### src/rtl/hilo_div_pkg.sv
// Shared encodings and command type for the HI/LO divide unit.
// Assumes 32-bit instruction words with a 6-bit opcode at the top
// and a 6-bit function field at the bottom.
package hilo_div_pkg;

    localparam int unsigned INSTR_W = 32;
    localparam int unsigned REG_W   = 5;

    localparam logic [5:0] OPC_SPECIAL = 6'h00;
    localparam logic [5:0] FN_DIVU     = 6'h1B;
    localparam logic [5:0] FN_RD_HI    = 6'h10;
    localparam logic [5:0] FN_RD_LO    = 6'h12;

    typedef enum logic [1:0] {
        CMD_NONE,
        CMD_DIV,
        CMD_RD_HI,
        CMD_RD_LO
    } hilo_op_e;

    typedef struct packed {
        hilo_op_e         op;
        logic [REG_W-1:0] dest;
    } hilo_cmd_t;

endpackage

### src/rtl/hilo_decode.sv
// Instruction decoder for the divide unit.
// Turns a raw instruction word into a command. Any word that is not an
// exact divide or move-from encoding becomes CMD_NONE.
// Assumes: purely combinational; the caller qualifies the result by time.
module hilo_decode
    import hilo_div_pkg::*;
(
    input  logic               valid_i,
    input  logic [INSTR_W-1:0] word_i,
    output hilo_cmd_t          cmd_o
);

    logic [5:0] opc;
    logic [5:0] fn;
    logic       div_shape;
    logic       rd_shape;

    assign opc       = word_i[31:26];
    assign fn        = word_i[5:0];
    assign div_shape = (word_i[15:6] == 10'd0);
    assign rd_shape  = (word_i[25:16] == 10'd0) && (word_i[10:6] == 5'd0);

    // Purpose: classify the word and extract the destination field.
    always_comb begin
        cmd_o.op   = CMD_NONE;
        cmd_o.dest = word_i[15:11];
        if (valid_i && opc == OPC_SPECIAL) begin
            if (fn == FN_DIVU && div_shape) begin
                cmd_o.op = CMD_DIV;
            end else if (fn == FN_RD_HI && rd_shape) begin
                cmd_o.op = CMD_RD_HI;
            end else if (fn == FN_RD_LO && rd_shape) begin
                cmd_o.op = CMD_RD_LO;
            end
        end
    end

endmodule

### src/rtl/div_seq.sv
// Step sequencer for the iterative divider.
// Counts STEPS cycles after a start. A start while running restarts
// the count.
// Assumes: STEPS >= 2.
module div_seq #(
    parameter int unsigned STEPS = 32
) (
    input  logic clk,
    input  logic rst_n,
    input  logic start_i,
    output logic running_o,
    output logic last_o
);

    localparam int unsigned CNT_W = (STEPS > 2) ? $clog2(STEPS) : 1;
    localparam logic [CNT_W-1:0] CNT_LAST = CNT_W'(STEPS - 1);

    logic [CNT_W-1:0] cnt_q;

    // Purpose: run flag and step counter, with start taking priority.
    always_ff @(posedge clk) begin
        if (!rst_n) begin
            running_o <= 1'b0;
            cnt_q     <= '0;
        end else if (start_i) begin
            running_o <= 1'b1;
            cnt_q     <= '0;
        end else if (running_o) begin
            if (cnt_q == CNT_LAST) begin
                running_o <= 1'b0;
                cnt_q     <= '0;
            end else begin
                cnt_q <= cnt_q + 1'b1;
            end
        end
    end

    assign last_o = running_o && (cnt_q == CNT_LAST);

    // a run ends only after its final step, never on a restart
    a_r6_end_after_last: assert property (@(posedge clk) disable iff (!rst_n)
        $fell(running_o) |-> ($past(cnt_q) == CNT_LAST) && !$past(start_i));

endmodule

### src/rtl/div_step_path.sv
// Restoring division datapath.
// Each step shifts one dividend bit into the partial remainder and
// subtracts the divisor when that does not borrow. The step results are
// also exposed unregistered so that the final step can be committed
// directly.
// Assumes: W >= 2; step_i is ignored in a cycle where start_i is high.
module div_step_path #(
    parameter int unsigned W = 32
) (
    input  logic         clk,
    input  logic         rst_n,
    input  logic         start_i,
    input  logic         step_i,
    input  logic [W-1:0] dividend_i,
    input  logic [W-1:0] divisor_i,
    output logic [W-1:0] rem_next_o,
    output logic [W-1:0] quo_next_o
);

    logic [W-1:0] rem_q;
    logic [W-1:0] quo_q;
    logic [W-1:0] dvs_q;
    logic [W:0]   shifted;
    logic [W:0]   diff;
    logic         take;

    // Purpose: one restoring step computed from the current state.
    always_comb begin
        shifted    = {rem_q, quo_q[W-1]};
        diff       = shifted - {1'b0, dvs_q};
        take       = ~diff[W];
        rem_next_o = take ? diff[W-1:0] : shifted[W-1:0];
        quo_next_o = {quo_q[W-2:0], take};
    end

    // Purpose: load operands on start and advance one bit per step.
    always_ff @(posedge clk) begin
        if (!rst_n) begin
            rem_q <= '0;
            quo_q <= '0;
            dvs_q <= '0;
        end else if (start_i) begin
            rem_q <= '0;
            quo_q <= dividend_i;
            dvs_q <= divisor_i;
        end else if (step_i) begin
            rem_q <= rem_next_o;
            quo_q <= quo_next_o;
        end
    end

    // each partial remainder stays below a nonzero divisor
    a_r4_rem_below_divisor: assert property (@(posedge clk) disable iff (!rst_n)
        (step_i && !start_i && dvs_q != '0) |-> (rem_next_o < dvs_q));

endmodule

### src/rtl/hilo_file.sv
// HI/LO result registers and the registered read write-back.
// HI takes the remainder and LO the quotient on commit. A read captures
// the selected register at the edge where it is accepted, so a later
// commit cannot change a value already read.
// Assumes: commit_i and rd_en_i are never high together.
module hilo_file #(
    parameter int unsigned W = 32
) (
    input  logic         clk,
    input  logic         rst_n,
    input  logic         commit_i,
    input  logic [W-1:0] rem_i,
    input  logic [W-1:0] quo_i,
    input  logic         rd_en_i,
    input  logic         rd_hi_i,
    input  logic [4:0]   rd_dest_i,
    output logic         wb_valid_o,
    output logic [4:0]   wb_addr_o,
    output logic [W-1:0] wb_data_o
);

    logic [W-1:0] hi_q;
    logic [W-1:0] lo_q;

    // Purpose: hold the last committed remainder and quotient.
    always_ff @(posedge clk) begin
        if (!rst_n) begin
            hi_q <= '0;
            lo_q <= '0;
        end else if (commit_i) begin
            hi_q <= rem_i;
            lo_q <= quo_i;
        end
    end

    // Purpose: register the write-back, dropping destination 0.
    always_ff @(posedge clk) begin
        if (!rst_n) begin
            wb_valid_o <= 1'b0;
            wb_addr_o  <= '0;
            wb_data_o  <= '0;
        end else begin
            wb_valid_o <= rd_en_i && (rd_dest_i != 5'd0);
            wb_addr_o  <= rd_dest_i;
            wb_data_o  <= rd_hi_i ? hi_q : lo_q;
        end
    end

    // register 0 is never the target of a write-back
    a_r8_no_zero_dest: assert property (@(posedge clk) disable iff (!rst_n)
        wb_valid_o |-> (wb_addr_o != 5'd0));

    // HI and LO change only on a commit
    a_r7_hilo_hold: assert property (@(posedge clk) disable iff (!rst_n)
        !commit_i |=> ($stable(hi_q) && $stable(lo_q)));

endmodule

### src/rtl/hilo_divider.sv
// Top level of the unsigned divide unit with HI/LO.
// Decodes the instruction, runs the divider for DATA_W cycles, commits
// the result and answers HI/LO reads when no division is running.
// Assumes: one instruction per cycle; the pipeline re-presents a read
// that was stalled by busy.
module hilo_divider
    import hilo_div_pkg::*;
#(
    parameter int unsigned DATA_W = 32
) (
    input  logic              clk,
    input  logic              rst_n,
    input  logic              instr_valid,
    input  logic [31:0]       instr,
    input  logic [DATA_W-1:0] rs_data,
    input  logic [DATA_W-1:0] rt_data,
    output logic              busy,
    output logic              wb_valid,
    output logic [4:0]        wb_addr,
    output logic [DATA_W-1:0] wb_data
);

    hilo_cmd_t         cmd;
    logic              start;
    logic              running;
    logic              last;
    logic              commit;
    logic              is_read;
    logic              rd_en;
    logic [DATA_W-1:0] rem_next;
    logic [DATA_W-1:0] quo_next;

    hilo_decode u_dec (
        .valid_i (instr_valid),
        .word_i  (instr),
        .cmd_o   (cmd)
    );

    assign start   = (cmd.op == CMD_DIV);
    assign is_read = (cmd.op == CMD_RD_HI) || (cmd.op == CMD_RD_LO);
    assign rd_en   = is_read && !running;
    assign commit  = last && !start;
    assign busy    = running;

    div_seq #(.STEPS(DATA_W)) u_seq (
        .clk       (clk),
        .rst_n     (rst_n),
        .start_i   (start),
        .running_o (running),
        .last_o    (last)
    );

    div_step_path #(.W(DATA_W)) u_path (
        .clk        (clk),
        .rst_n      (rst_n),
        .start_i    (start),
        .step_i     (running),
        .dividend_i (rs_data),
        .divisor_i  (rt_data),
        .rem_next_o (rem_next),
        .quo_next_o (quo_next)
    );

    hilo_file #(.W(DATA_W)) u_hilo (
        .clk        (clk),
        .rst_n      (rst_n),
        .commit_i   (commit),
        .rem_i      (rem_next),
        .quo_i      (quo_next),
        .rd_en_i    (rd_en),
        .rd_hi_i    (cmd.op == CMD_RD_HI),
        .rd_dest_i  (cmd.dest),
        .wb_valid_o (wb_valid),
        .wb_addr_o  (wb_addr),
        .wb_data_o  (wb_data)
    );

    // an accepted divide makes the unit busy in the next cycle
    a_r2_div_sets_busy: assert property (@(posedge clk) disable iff (!rst_n)
        start |=> busy);

    // a read arriving while busy yields no write-back
    a_r7_stall_read: assert property (@(posedge clk) disable iff (!rst_n)
        (is_read && busy) |=> !wb_valid);

    // busy falls only together with a commit of the result
    a_r6_fall_commits: assert property (@(posedge clk) disable iff (!rst_n)
        $fell(busy) |-> $past(commit));

    // a cycle with no decoded read produces no write-back
    a_r11_no_spurious_wb: assert property (@(posedge clk) disable iff (!rst_n)
        !is_read |=> !wb_valid);

endmodule

### config.mk
export PLATFORM = sky130hd
export DESIGN_NAME = hilo_divider
export DESIGN_NICKNAME = d
export VERILOG_FILES = /design/src/rtl/hilo_div_pkg.sv /design/src/rtl/hilo_decode.sv /design/src/rtl/div_seq.sv /design/src/rtl/div_step_path.sv /design/src/rtl/hilo_file.sv /design/src/rtl/hilo_divider.sv
export SDC_FILE = /design/constraint.sdc
export NUM_CORES = 1
export LEC_CHECK = 0
export CAP_MARGIN = 30
export CORE_MARGIN = 4
export CORE_UTILIZATION = 59
export CTS_CLUSTER_DIAMETER = 40
export DETAILED_ROUTE_END_ITERATION = 16
export DONT_BUFFER_PORTS = 1
export PLACE_DENSITY = 0.74
export SLEW_MARGIN = 0
export SYNTH_ARGS = -nofsm -noshare
export SYNTH_HDL_FRONTEND = slang
export SYNTH_SLANG_ARGS = --single-unit
export TNS_END_PERCENT = 20
### constraint.sdc
create_clock -name clk -period 10.5 [get_ports clk]
set_clock_uncertainty 0.1 [all_clocks]
set_input_delay 1.575 -clock clk [delete_from_list [all_inputs] [get_ports clk]]
set_output_delay 1.575 -clock clk [all_outputs]
set_load 0.1 [all_outputs]
Word level (Yosys, flattened, before mapping)
Cells that the tools add are included.
- reduce and logical (&&, ||, !) cells: 19
- muxes and demuxes: 12
- bitwise logic cells: 2
- add/subtract/negate cells: 2
- eq/ne operators: 7
- operator list (cell ; number):
    2-to-1 mux 32 bit ; 4
    subtractor 33 x 32 -> 33 bit ; 1
    zero test 10 bit ; 2
    == test 6 x 5 -> 1 bit (second input constant) ; 3
    logical AND 1 bit ; 9
    2-to-1 mux 2 bit ; 4
    zero test 6 bit ; 1
    adder 5 x 1 -> 5 bit (second input constant) ; 1
    == test 5 bit (second input constant) ; 1
    zero test 5 bit ; 1
    2-to-1 mux 5 bit ; 1
    nonzero test 5 bit ; 1
    == test 2 bit (second input constant) ; 2
    2-to-1 mux 1 bit ; 3
    == test 2 x 1 -> 1 bit (second input constant) ; 1
    zero test 1 bit ; 2
    NOT 1 bit ; 2
    nonzero test 2 bit ; 1
    OR reduction 2 bit ; 1
    logical OR 1 bit ; 1
- word-level logic and storage cells: 52
- flip-flop bits (word level): 204
- input port bits: 99

Longest topological paths before layout
Gate-level depths: netlist (run 1).
- word-level depth: 11
- depth in mapped cells: 13

Hierarchy
From an unflattened synthesis (run 1), not the netlist that was laid out.
- cells, all modules: 1179
- area total of the unflattened synthesis: 10877.9 µm²
- modules (own cells, without submodules) (module ; cells each ; instances ; area each (µm²)):
    div_step_path ; 801 ; 1 ; 6573.8
    hilo_file ; 323 ; 1 ; 3829.9
    div_seq ; 31 ; 1 ; 287.8
    hilo_decode ; 20 ; 1 ; 146.4
    hilo_divider ; 4 ; 1 ; 40.0

Worst setup path before layout (run 1)
No wires, ideal clock.
- path kind: input to register
- start point: input port instr[31]
- end point: register u_hilo.hi_q[16]
- path buffers: 4
- path slack: 6752 ps
- setup time: 70 ps
- stages on the path: 9
- arrival: 3578 ps
- path through: nor4b_1 -> nand3_1 -> or4_1 -> clkbuf_1 -> and3_1 -> clkbuf_1 -> clkbuf_1 -> clkbuf_1 -> a21oi_1
- cells in the longest elaborated chain, start to end: 6
- ends and longest elaborated chain (element ; line ; RTL):
    start: declaration ; hilo_divider.sv:14 ; input logic [31:0] instr,
    zero test 6 bit ; hilo_decode.sv:27 ; if (valid_i && opc == OPC_SPECIAL) begin
    logical AND 1 bit ; hilo_decode.sv:27 ;
    2-to-1 mux 2 bit ; hilo_decode.sv:27 ;
    == test 2 x 1 -> 1 bit ; hilo_divider.sv:39 ; assign start = (cmd.op == CMD_DIV);
    zero test 1 bit ; hilo_divider.sv:42 ; assign commit = last && !start;
    logical AND 1 bit ; hilo_divider.sv:42 ;
    end signal: assignment ; hilo_file.sv:31 ; hi_q <= rem_i;
    end: declaration ; hilo_file.sv:22 ; logic [W-1:0] hi_q;
No other way between the ends.
A chain may end at the register's enable or synchronous reset.

Worst setup path after layout (run 1)
- start point: register u_path.quo_q[31]
- end point: register u_path.rem_q[9]
- cells in the longest elaborated chain, start to end: 2
- ends and longest elaborated chain (element ; line ; RTL):
    start: declaration ; div_step_path.sv:21 ; logic [W-1:0] quo_q;
    start signal: assignment ; div_step_path.sv:44 ; quo_q <= dividend_i;
    start signal: assignment ; div_step_path.sv:48 ; quo_q <= quo_next_o;
    subtractor 33 x 32 -> 33 bit ; div_step_path.sv:30 ; diff = shifted - {1'b0, dvs_q};
    2-to-1 mux 32 bit ; div_step_path.sv:32 ; rem_next_o = take ? diff[W-1:0] : shifted[W-1:0];
    end signal: assignment ; div_step_path.sv:47 ; rem_q <= rem_next_o;
    end: declaration ; div_step_path.sv:20 ; logic [W-1:0] rem_q;
No other way between the ends.

==> results of run 1 <==
==> metal layers <==
metal / up-vias / GRT usage (%) / wire length (um)
met5: - / 0 / 0
met4: 0 / 9.29 / 801
met3: 58 / 3.83 / 1210
met2: 232 / 43.5 / 11500
met1: 3767 / 32.1 / 9960
li1: 4086 / - / -
==> stage by stage <==
| step | util (%) | std cells |
|---|---|---|
| after floorplan | - | 1192 |
| after global placement | 60.6 | 1337 |
| after detailed placement | 60.7 | 1338 |
| after CTS | 66.8 | 1389 |
| after global routing | 66.8 | 1389 |
| final | 66.9 | 1390 |
==> state kept, by name, summed over array words and instances, names as in the netlist <==
register / cells
u_hilo.wb_addr_o: 5
u_hilo.wb_data_o: 32
u_seq.cnt_q: 5
u_path.quo_q: 32
u_hilo.wb_valid_o: 1
u_path.rem_q: 32
u_path.dvs_q: 32
u_hilo.hi_q: 32
u_hilo.lo_q: 32
u_seq.running_o: 1
==> critical path, delay by kind of cell (launching register included) <==
kind / cells / cell delay (ps)
and+or+nand+nor: 2 / 280
muxes: 1 / 480
xor gates and xnor gates: 1 / 160
buffers and inverters: 2 / 550
AOI/OAI and AO/OA: 5 / 1480
DFF: 1 / 350
adders and majority gates: 2 / 610
==> cells in the final DEF (no fill, tap or decap), types with 10 or more instances in the layout <==
cell / n
nand2_1: 227
o21ai_0: 76
nor2_1: 56
a31oi_1: 10
a211oi_1: 39
xor2_1: 10
xnor2_1: 18
mux2i_1: 59
nand3_1: 29
dfxtp_1: 203
a21oi_1: 189
inv_1: 40
ha_1: 34
a21o_1: 11
clkbuf_16: 29
nor4_1: 10
==> where the power goes <==
group          total (mW)  switching, mW  internal (mW)
Combinational      0.0145         0.0116        0.00288
Sequential          0.783        0.00780          0.775
Clock               0.963          0.365          0.598
Total                1.76          0.385           1.38
==> final timing paths <==
check / start / to / slack, ps / depth (start not counted)
setup / recovery: u_path.quo_q[31]$_SDFFE_PN0P_ / u_path.rem_q[9]$_SDFFE_PP0P_ / 6300 / 13
hold / removal: u_hilo.lo_q[5]$_SDFFE_PN0P_ / u_hilo.wb_data_o[5]$_SDFF_PN0_ / 350 / 2
setup reg to reg: u_path.quo_q[31]$_SDFFE_PN0P_ / u_path.rem_q[9]$_SDFFE_PP0P_ / 6300 / 13
hold reg to reg: u_hilo.lo_q[5]$_SDFFE_PN0P_ / u_hilo.wb_data_o[5]$_SDFF_PN0_ / 350 / 2
==> logic make-up (layout without fill, tap and decap cells) <==
family / after synthesis / count (layout) / synth area share [%]
buffers and inverters: 121 / 102 / 4.94
multiplexers: 61 / 61 / 6.37
flip-flops: 204 / 204 / 42.4
XOR/XNOR: 29 / 29 / 2.83
other: 0 / 1 / 0
AND/OR/NAND/NOR: 380 / 380 / 17.1
adder cells (fa/ha/maj): 35 / 35 / 4.63
AO/OA/AOI/OAI: 362 / 362 / 21.7
==> final cells by class <==
class                   count  area (um^2)
diodes                      1         2.50
clock buffers              36          802
clock inverters            15          173
fillers                  1405         5280
inverters                  41          156
multi-input cells         867         5080
flip-flops and latches    204         4090
well taps                 216          270
repair buffers             10         82.6
==> impl_results.md, run 1 <==
- Status: finished, final reports clean
- Yosys warnings: 0
- Primary FF master, synth: dfxtp_1
- Final ANT Viol Nets: 0
- Worst EP arrival: around 4500 ps
- Post-Synthesis Cells: ~1,200
- Root Driver: clkbuf_16
- Initial antenna violation count: 0
- First-pass iteration count of the detailed router: 6
- Hold slack: 350 ps
- Core ar.: 15,900 um^2
- Ys async rst share: 0%
- Slowest-stage cell, CP: a2111oi_4
- Cell with the most instances after synthesis: nand2_1
- Setup TNS: 0 ps
- Setup Fix Bufs, Post-CTS: 0
- Reg clk slew, reported paths: 60 ps
- Post-synth cell types: 58
- Most frequent cells after synthesis: nand2_1, dfxtp_1, a21oi_1, o21ai_0, clkbuf_1
- CP Max Fanout: 33
- Largest net degree at the start of global routing: 96
- Post-placement worst setup slack: 5990 ps
- Die ar.: 18,400 um^2
- Total power draw: 1.76 mW
- Placed Area: 9680 um^2
- Worst Slack Setup Final: around 6300 ps
- Cell area after layout: 10,700 um^2
- Layout cell share with drive strength beyond 1: 6.65%
- Synthesized area: 9630 um^2
- RSZ-0062 raised after global routing: no
- Vias in the first global route: 7,898
- DIE WIDTH: 136 um
- Final hold vios: 0
- Tot GR Track Use: 25.3%
- Pins Over Slew Limit: 0
- Gpl congestion: 0.893
- NumNets Final: between 1,000 and 1,500
- Area leader, netlist: dfxtp_1
- Lkg Pwr: 3.98 nW
- Port-buffer cells: 0
- P&R area growth vs syn: 10.7%
- Synth top area share: 42.4%
- Part of the Yosys area used for sequential elements: between 40 and 50%
- Crit path capture type: flop
- CTS resizes: 0
- Avg WL per Cell: 16.9 um
- Clk_lat worst skew: 530 ps
- GRT overflow: 0
- Vias post-DR: 8,143
- Rows: 46
- Routed vias/inst: ~5.9
- Cell Pwr Density: 165 nW/um^2
- Initial DRC Count: between 500 and 600
- Hold/Removal Path Class: reg -> reg
- Crit Path Category: reg -> reg
- Io pins: approximately 140
- Clk sinks: 204
- Dominant cells by area after synthesis: dfxtp_1, a21oi_1, nand2_1
- Min Tclk post-route: around 4200 ps
- Worst Tran Pin Value: 991 ps
- Setup-failing EPs final: 0
- DIE HEIGHT: 136 um
- Fin crit share: 40.0%
- Crit path top cell by count: a21oi_1
- Yosys reg bits: 204
- Hold buffers post-CTS: 0
- Critical Path RT: 10,770 ps
- Slowest Stage Delay on Critical Path: 480 ps
- CTS Buf Count: 28
- Max_cap viols: 0
- Slew HR: 33.8%
- CP cell instances: inv_1 > ha_1 > fa_1 > nand2b_1 > a21oi_1 > o21ai_1 > a2111oi_4 > nor2_2 > o31a_4 > xnor2_4 > buf_4 > mux2i_1 > a21oi_1
- Post-synth EDFFs: 0
- H-Tree Depth: 1
- Syn_nets: 1,326
- First-pass GRT wire length: 38,500 um
- Final Routed Wirelength: approximately 24,000 um
- Initial Utilization: about three fifths
- Worst Setup Start Kind: flop
- Synth Area per Inst: roughly 8.1 um^2
- Max Freq: 238 MHz
- CTS tree: yes
- Hpwl dp: 16,200 um
- Worst IR drop on VDD: 0.000124 V
- # DRC: 0
- Clock Tree Buf Depth: 3
No activity file was read; power rests on OpenSTA's default activity.
==> inputs of run 2 (changes only) <==
CORE_UTILIZATION = 57   (was 59)
clock period = 3.4 ns   (was 10.5 ns; I/O delays follow)
==> impl_results.md, run 2 (synthesized netlist as in run 1, its figures left out) <==
- Crit path capture type: flop
- Total power draw: between 5 and 6 mW
- Tot GR Track Use: between 20% and 30%
- Initial antenna violation count: 0
- Final ANT Viol Nets: 0
- Clk_lat worst skew: 520 ps
- Status: finished, final reports clean
- Lkg Pwr: 4.12 nW
- Commonest cells after routing, fill and taps aside: nand2_1, dfxtp_1, a21oi_1, o21ai_0, nor2_1
- Port-buffer cells: 0
- P&R area growth vs syn: 14.2%
- Commonest non-fill, non-tap cell in the layout: nand2_1
- GRT overflow: 0
- Setup-failing EPs final: 0
- Internal: 4.11 mW
- Vias in the first global route: about 8,000
- Vias post-DR: 8,351
- Seq pwr share: 46.1%
- Clock Tree Buf Depth: 3
- Hold/Removal Path Class: in -> reg
- Worst Tran Pin Value: around 1000 ps
- Initial Utilization: 58.1%
- CTS tree: yes
- Max Freq: 304 MHz
- Post-placement worst setup slack: -138 ps
- Max_cap viols: 0
- Net Sw Frac: between 20% and 30%
- Number of fill cells: 1,400
- Rows: 47
- Avg WL per Cell: 17.4 um
- Crit Path Category: reg -> reg
- CP Max Fanout: 6
- Slew HR: 32.6%
- Largest net degree at the start of global routing: about 100
- DIE HEIGHT: 138 um
- Gpl congestion: 0.899
- Placed Area: 9880 um^2
- Die ar.: 19,000 um^2
- H-Tree Depth: 1
- Pins Over Slew Limit: 0
- Clk sinks: between 200 and 250
- Initial DRC Count: 602
- Critical Path RT: 3740 ps
- Final hold vios: 0
- First-pass iteration count of the detailed router: 5
- Cell area after layout: ~11,000 um^2
- Layout cell share with drive strength beyond 1: approximately a tenth
- Worst EP arrival: 3640 ps
- CTS Buf Count: 27
- Fin crit share: 96.9%
- # DRC: 0
- Final Routed Wirelength: ~25,000 um
- DIE WIDTH: ~140 um
- Io pins: 138
- Comb pwr share: 1.0%
- Routed vias/inst: between 5 and 6
- Net Sw Power: 1.13 mW
- Worst-case reg-to-reg path depth: 14
- Core ar.: 16,600 um^2
- Hpwl dp: around 17,000 um
- Min Tclk post-route: between 3000 and 4000 ps
- Worst IR drop on VDD: 0.000403 V
- Reg clk slew, reported paths: 60 ps
- Worst Slack Setup Final: ~110 ps
- Clock power share: a little over half
- Final core occ: 66.3%
- Cell Pwr Density: 477 nW/um^2
- NumNets Final: 1,321
- First-pass GRT wire length: a little under 40,000 um
- Worst Setup Start Kind: flop
- Hold depth: 1
- Root Driver: clkbuf_16
run 2: cell types whose count changed in the layout (fill, tap and decap cells not counted), moves of 3 or more:
cell      before  now
mux2i_2        0    4
buf_4          9   37
inv_6          6    3
mux2i_1       59   55
buf_12         0    4
clkinv_4       2    5
run 2: worst paths after layout:
path	from	to	slack, ps
setup / recovery	u_path.quo_q[31]$_SDFFE_PN0P_	u_hilo.hi_q[0]$_SDFFE_PN0P_	110
hold / removal	instr[14]	u_hilo.wb_addr_o[3]$_SDFF_PN0_	10
setup reg to reg	u_path.quo_q[31]$_SDFFE_PN0P_	u_hilo.hi_q[0]$_SDFFE_PN0P_	110
hold reg to reg	u_path.dvs_q[27]$_SDFFE_PN0P_	u_path.dvs_q[27]$_SDFFE_PN0P_	350
run 2: metrics by stage:
step	cells	setup TNS, ps	hold slack, ps
5_1_grt	1425	-36.8	9.95
3_5_place_dp	1367	-2040	345
2_1_floorplan	1192	0	332
6_report	1426	0	12.2
4_1_cts	1423	0	4.97
3_3_place_gp	1367	0	341
run 2: area by class of cell:
| type | count | area, um^2 | area share (%) |
|---|---|---|---|
| clock inverters | 13 | 150 | 1.37 |
| inverters | 41 | 156 | 1.42 |
| repair buffers | 46 | 448 | 4.08 |
| multi-input cells | 867 | 5130 | 46.7 |
| well taps | 220 | 275 | 2.50 |
| diodes | 1 | 2.50 | 0.0228 |
| flip-flops and latches | 204 | 4090 | 37.2 |
| clock buffers | 34 | 742 | 6.75 |
run 2: worst max-delay path: stages, from the launching register on:
cell and delay (ps):
dfxtp_2 340, inv_1 70, ha_2 180, fa_2 340
nand2b_4 160, a21oi_4 150, o21ai_2 110, a2111oi_4 430
nor2_2 80, o31a_4 310, xnor2_4 160, buf_12 150
buf_12 130, mux2_2 350, o21ai_0 160
run 2: what timing repair did:
action                                  4_1_cts  5_1_grt
pin swaps                                     4        3
endpoints found under the setup margin       58       56
gates resized for setup                      12        4
endpoints found under the hold margin         2        0
hold buffers                                  2        0
buffers inserted                              6        1
gates cloned                                  1        0
run 2: power groups by stage:
stage	Clock, mW	Combinational [mW]	Sequential, mW
floorplan	0	0.0398	2.47
global placement	0	0.0443	2.47
detailed placement	0	0.0442	2.47
CTS	2.80	0.0462	2.42
global route	2.91	0.0555	2.42
finish	2.78	0.0503	2.42
run 2: routing by layer:
| metal | vias up | GRT usage, % | part of all wire (%) | routed length (um) |
|---|---|---|---|---|
| li1 | 4146 | - | - | - |
| met1 | 3907 | 32.3 | 42 | 10500 |
| met2 | 249 | 45.2 | 50 | 12500 |
| met3 | 49 | 3.23 | 4.8 | 1200 |
| met4 | 0 | 7.68 | 2.8 | 686 |
| met5 | - | 0 | 0 | 0 |
